<file path="src/rtl/rtc_spi_regs.sv">
module rtc_spi_regs #(
  parameter int RAM_DEPTH = 31,
  parameter int SYNC = 2
) (
  input  logic        clk,
  input  logic        rst_n,
  input  logic        sclk,
  input  logic        cs_n,
  input  logic        mosi,
  output logic        miso,
  output logic        miso_oe,
  input  logic [63:0] tk_cur,
  input  logic        tk_inc,
  output logic        tk_load,
  output logic [7:0]  tk_load_mask,
  output logic [63:0] tk_load_data,
  output logic [4:0]  reg_addr,
  output logic        reg_wr,
  output logic [7:0]  reg_wdata,
  input  logic [7:0]  reg_rdata
);
  localparam logic [5:0] RAM_N   = 6'(RAM_DEPTH);
  localparam logic [4:0] BURST_A = 5'h1F;
  localparam logic [4:0] CTL_A   = 5'd7;
  localparam logic [4:0] CEN_A   = 5'd9;

  logic [SYNC:0]   cs_sr, sck_sr;
  logic [SYNC-1:0] mosi_sr;
  logic [6:0]  sh_in;
  logic [7:0]  sh_out, cmd, nxt_out;
  logic [2:0]  bit_cnt;
  logic [5:0]  idx;
  logic        cmd_done, wp, wp_lock, snap_pend, commit_pend, ctl_stage, ctl_pend;
  logic [63:0] snap, stage;
  logic [7:0]  stage_mask;
  logic [7:0]  ram [RAM_DEPTH];

  wire cs_act   = ~cs_sr[SYNC-1];
  wire cs_rise  = cs_sr[SYNC:SYNC-1] == 2'b01;
  wire sck_rise = cs_act && sck_sr[SYNC:SYNC-1] == 2'b01;
  wire sck_fall = cs_act && sck_sr[SYNC:SYNC-1] == 2'b10;
  wire [7:0] byte_in = {sh_in, mosi_sr[SYNC-1]};
  wire byte_end  = sck_rise && bit_cnt == 3'd7;
  wire data_byte = byte_end && cmd_done;

  wire       is_rd   = cmd[7];
  wire       is_ram  = cmd[6];
  wire [4:0] addr    = cmd[5:1];
  wire       burst   = addr == BURST_A;
  wire       wr_ok   = cmd_done && !cmd[7] && cmd[0];
  wire       tk_addr = addr < 5'd7 || addr == CEN_A;
  wire [2:0] slot    = (addr == CEN_A) ? 3'd7 : addr[2:0];
  wire       ext_addr = !burst && !tk_addr && addr != CTL_A;
  wire [7:0] ctl_rd  = {wp, 7'b0};
  wire       idx0    = idx == 6'd0;

  wire ram_we = data_byte && wr_ok && is_ram && !wp_lock &&
                (burst ? idx < RAM_N : (idx0 && {1'b0, addr} < RAM_N));
  wire [4:0] ram_wa = burst ? idx[4:0] : addr;
  wire tk_we  = data_byte && wr_ok && !is_ram && !wp_lock &&
                (burst ? idx < 6'd7 : (idx0 && tk_addr));
  wire [2:0] tk_ws = burst ? idx[2:0] : slot;
  wire ctl_we    = data_byte && wr_ok && !is_ram && !burst && idx0 && addr == CTL_A;
  wire burst_ctl = data_byte && wr_ok && !is_ram && burst && idx == 6'd7;
  wire ext_we    = data_byte && wr_ok && !is_ram && ext_addr && idx0 && !wp_lock;
  wire commit_ok = wr_ok && !is_ram && bit_cnt == 3'd0 &&
                   (burst ? idx >= 6'd8 : idx >= 6'd1);

  assign miso         = sh_out[7] & cs_act;
  assign miso_oe      = cs_act;
  assign tk_load      = commit_pend & ~tk_inc;
  assign tk_load_mask = stage_mask;
  assign tk_load_data = stage;
  assign reg_addr     = addr;

  always_comb begin
    nxt_out = 8'h00;
    if (is_rd) begin
      if (is_ram) begin
        if (burst) begin
          if (idx < RAM_N) nxt_out = ram[idx[4:0]];
        end else if (idx0 && {1'b0, addr} < RAM_N) begin
          nxt_out = ram[addr];
        end
      end else if (burst) begin
        if (idx < 6'd7) nxt_out = snap[{idx[2:0], 3'b000} +: 8];
        else if (idx == 6'd7) nxt_out = ctl_rd;
      end else if (idx0) begin
        if (tk_addr) nxt_out = snap[{slot, 3'b000} +: 8];
        else if (addr == CTL_A) nxt_out = ctl_rd;
        else nxt_out = reg_rdata;
      end
    end
  end

  always_ff @(posedge clk) begin
    if (ram_we) ram[ram_wa] <= byte_in;
  end

  always_ff @(posedge clk or negedge rst_n) begin
    if (!rst_n) begin
      cs_sr       <= '1;
      sck_sr      <= '0;
      mosi_sr     <= '0;
      sh_in       <= '0;
      sh_out      <= '0;
      cmd         <= '0;
      bit_cnt     <= '0;
      idx         <= '0;
      cmd_done    <= 1'b0;
      wp          <= 1'b0;
      wp_lock     <= 1'b0;
      snap_pend   <= 1'b0;
      commit_pend <= 1'b0;
      ctl_stage   <= 1'b0;
      ctl_pend    <= 1'b0;
      snap        <= '0;
      stage       <= '0;
      stage_mask  <= '0;
      reg_wr      <= 1'b0;
      reg_wdata   <= '0;
    end else begin
      cs_sr   <= {cs_sr[SYNC-1:0], cs_n};
      sck_sr  <= {sck_sr[SYNC-1:0], sclk};
      mosi_sr <= {mosi_sr[SYNC-2:0], mosi};
      reg_wr  <= ext_we;
      if (ext_we) reg_wdata <= byte_in;
      if (snap_pend && !tk_inc) begin
        snap      <= tk_cur;
        snap_pend <= 1'b0;
      end
      if (tk_load) commit_pend <= 1'b0;
      if (tk_we) begin
        stage[{tk_ws, 3'b000} +: 8] <= byte_in;
        stage_mask[tk_ws] <= 1'b1;
      end
      if (ctl_we) wp <= byte_in[7];
      if (burst_ctl) begin
        ctl_stage <= byte_in[7];
        ctl_pend  <= 1'b1;
      end
      if (cs_rise && commit_ok) begin
        if (|stage_mask) commit_pend <= 1'b1;
        if (ctl_pend) wp <= ctl_stage;
      end
      if (!cs_act) begin
        bit_cnt  <= '0;
        idx      <= '0;
        cmd_done <= 1'b0;
        sh_out   <= '0;
        ctl_pend <= 1'b0;
      end else begin
        if (sck_rise) begin
          sh_in   <= byte_in[6:0];
          bit_cnt <= bit_cnt + 3'd1;
          if (byte_end) begin
            if (!cmd_done) begin
              cmd        <= byte_in;
              cmd_done   <= 1'b1;
              wp_lock    <= wp;
              stage_mask <= '0;
              if (byte_in[7] && !byte_in[6]) snap_pend <= 1'b1;
            end else if (idx != 6'h3F) begin
              idx <= idx + 6'd1;
            end
          end
        end
        if (sck_fall)
          sh_out <= (bit_cnt == 3'd0 && cmd_done) ? nxt_out : {sh_out[6:0], 1'b0};
      end
    end
  end
endmodule

</file>
<file path="config.mk">
export PLATFORM = sky130hd
export DESIGN_NAME = rtc_spi_regs
export DESIGN_NICKNAME = d
export VERILOG_FILES = /design/src/rtl/rtc_spi_regs.sv
export SDC_FILE = /design/constraint.sdc
export NUM_CORES = 1
export LEC_CHECK = 0
export ABC_CLOCK_PERIOD_IN_PS = 6500
export BUFFER_PORTS_ARGS = -buffer_cell sky130_fd_sc_hd__buf_2
export CORE_ASPECT_RATIO = 1.5
export CORE_MARGIN = 10
export CORE_UTILIZATION = 55
export CTS_CLUSTER_DIAMETER = 40
export DETAILED_ROUTE_END_ITERATION = 7
export HOLD_SLACK_MARGIN = 0.02
export PLACE_DENSITY = 0.84
export SKIP_LAST_GASP = 1
export SLEW_MARGIN = 0
export SYNTH_ARGS = -nofsm -noshare
export SYNTH_HDL_FRONTEND = slang
export SYNTH_SLANG_ARGS = --single-unit
export TNS_END_PERCENT = 10
</file>
<file path="constraint.sdc">
create_clock -name clk -period 6.5 [get_ports clk]
set_input_delay 0 -clock clk [delete_from_list [all_inputs] [get_ports clk]]
set_output_delay 0 -clock clk [all_outputs]
set_load 0.02 [all_outputs]
</file>
==> impl_metrics.ini <==
[power_and_ir_drop]
leakage_nw = 9.49
pwr-share-clk_pct = 43.5
switching_share_pct = 24.2
pwr-share-seq_pct = 51.3
powerDensity_mw_per_mm2 = 258
ir_drop_v = 0.000272
p_comb_share_pct = 5.2
p_int_mw = 4.78
power.switching_mw = 1.52

[synthesis]
yosys_warnings = 0
ys_types = 77
synth_enable_flop_cells = 248
synth_largest_area_cell = edfxtp_1
synth_ff_type = edfxtp_1
synth_seq_area_share_pct = 58.6
synthArstFlopShare_pct = 43.6
syn-cell-area_sq_mm = 0.0209
synthTopCellsByArea = edfxtp_1, dfrtp_1, mux4_2
netlist.area_leader.share_pct = 35.6
postSynthAreaPerCell_sq_um = 15.5
syn_inst = 1353
synth.ff_latch_count = 440
syn-num-nets = 1441

[routing]
postRouteAntennaNets = 0
dr.pass1.iters = 7
post-route-drc-count = 0
vias_per_cell = 6.78
vias = 14200
drt-total-wl_um = 62200
drtIter0Drc = 2058
routedWlPerCell_um = 29.7

[min_path]
whs_endpoint = sck_sr[0]
min_delay_path_depth = 2
hp-start = sclk
hold_path_class = input pin to flip-flop

[global_routing]
grt.total_usage_pct = 26.9
grt_pass1_vias = 15100
grt_start_max_net_pins = 110
grt_overflow = 0
grt_pass1_wl_um = 94000
antenna_found_initial = 3

[worst_setup_path]
crit_fanout = 39
worstPathRequired_ns = 6.96
cp-end-kind = flip-flop
reg2reg_from = cmd[1]
startpoint_type = flip-flop
path_cells = buf_4, o31a_1, inv_1, ha_1, ha_1, nor2_1, and4_1, mux2_4
reg2reg_to = tk_load_data[2]
crit_top_cell = ha_1
cp_slowest_cell = dfrtp_4
cp_num_buf_inv = 2
rr_worst_depth = 8
cp.arrival_ns = 4.51
r2r_setup_slack_ns = 2.46
setup.worst_path.class = flip-flop to flip-flop
max_stage_delay_ns = 0.92
cp_top_family = flip-flops

[floorplan]
die_h_um = 259
fp.dieW_um = 179
die_area_sq_mm = 0.0464
boundaryPins = 167
num_rows = 87
core_area_sq_mm = 0.0376
initial_core_util_pct = 55.7

[clock_network]
clk_path_buf_depth = 3
cts-root-buf = clkbuf_16
post_cts_buffers = 0
clock_latency_ns = 0.58
htreeDepth = 2
path_clk_slew_ns = 0.06
numCtsBuffers = 47
cts_sinks = 440
cts_tree = done

[cells_and_area]
fin_nets = 1653
drive_above_1_share_pct = 37.3
final_common_cell = edfxtp_1
areaGrowthSynthToFinish_pct = 16.8
fillers = 2452
mostFrequentLayoutCells = edfxtp_1, dfrtp_1, buf_2

[sta]
maxSlewHeadroom_pct = 19.1
period_needed_ns = 4.04
slew_violations = 0
worst_pin_slew_ns = 1.21
min_period_over_period_pct = 62.2
clock_skew_ns = 0.0178
clock.fmax_mhz = 247
rsz0062_at_grt = no
setup_violations = 0
final_hold_viol_count = 0
setup_slack_ns = 2.46
tns_ns = 0

[placed_design]
place.gp.congestion = 0.992
port_buffers = 166
place_ws_ns = 2.52
dpl.hpwl_um = 39300

[outcome]
status = completed

[flow_run]
cap_violations = 0
[Yosys cell counts (10+ instances only)]
cell      number
a21oi_1       29
mux2i_1       40
buf_4         12
nor2b_1       10
ha_1          10
a31oi_1       12
buf_2         25
inv_1         14
mux4_2       133
clkbuf_1      50
nor2_1        78
nor3_1        11
nand3_1       25
mux2_2       164
dfrtp_1      189
nand2_1       89
a22oi_1       19
edfxtp_1     248
o211ai_1      18
o21ai_0       24
[cell families after synthesis]
group	count (synthesis)	synth area share, %
muxes	345	25.7
DFF	440	58.6
xor gates and xnor gates	6	0.251
AOI/OAI and AO/OA	176	6.28
buffers and inverters	114	2.53
adders and majority gates	10	0.598
and+or+nand+nor	262	6.07
[state kept, by name (all words and copies together), names as in the netlist, 2 cells and up]
name / flops
tk_load_data: 64
tk_load_mask: 8
cs_sr: 3
cmd: 8
sh_out: 8
ram: 248
bit_cnt: 3
snap: 64
sh_in: 7
sck_sr: 3
idx: 6
mosi_sr: 2
reg_wdata: 8
[layer usage]
layer | GRT usage (%) | routed length [um]
met1 | 29.7 | 19900
met2 | 45.8 | 31700
met3 | 5.53 | 5680
met4 | 17.7 | 4880
met5 | 0 | 31
[layout make-up]
type	instances	area [sq um]	share of cell area (%)
antenna	1	2.50	0.0102
timing repair buffer	262	1750	7.17
inverter	15	56.3	0.230
tap	489	612	2.50
multi-input combinational	799	8140	33.3
clock inverter	33	362	1.48
clock buffer	55	1240	5.07
sequential	440	12300	50.2
[what timing repair did]
action                    4_1_cts  5_1_grt
resized for setup               0        0
hold buffers                   76        0
hold endpoints to repair      184        0
[worst register-to-register path: stages, from the launching register on]
cell and delay [ns]:
dfrtp_4 0.92, buf_4 0.66, o31a_1 0.37, inv_1 0.21, ha_1 0.24, ha_1 0.42, nor2_1 0.19, and4_1 0.57
mux2_4 0.36
[worst max-delay path by stage]
stage | start | endpoint | slack, ns | cells past startpoint
6_report | cmd[1] | tk_load_data[2] | 2.46 | 8
3_5_place_dp | cmd[1] | tk_load_data[5] | 2.52 | 8
2_1_floorplan | idx[1] | tk_load_data[0] | 3.12 | 11
3_3_place_gp | cmd[1] | tk_load_data[5] | 2.68 | 8
5_1_grt | cmd[1] | tk_load_data[2] | 2.31 | 8
4_1_cts | cmd[1] | tk_load_data[1] | 2.52 | 8
[power groups by stage]
| stage | clock (mW) | combinational (mW) | sequential [mW] |
|---|---|---|---|
| 6_report | 2.74 | 0.326 | 3.24 |
| 3_3_place_gp | 0 | 0.276 | 3.29 |
| 5_1_grt | 2.88 | 0.346 | 3.24 |
| 3_5_place_dp | 0 | 0.284 | 3.29 |
| 2_1_floorplan | 0 | 0.0637 | 3.29 |
| 4_1_cts | 2.76 | 0.322 | 3.24 |
[per-stage QoR]
stage | util, % | power (mW) | std cells | hold WS, ns | cell area, sq um
floorplan | - | 3.35 | 1353 | -0.296 | 20900
global placement | 58.8 | 3.57 | 1929 | 0.106 | 22100
detailed placement | 58.8 | 3.58 | 1929 | 0.111 | 22100
CTS | 65.0 | 6.31 | 2093 | 0.0485 | 24400
global route | 65.0 | 6.47 | 2093 | 0.0771 | 24400
finish | 65.0 | 6.30 | 2094 | 0.0770 | 24400
(Power assumes the default switching activity.)
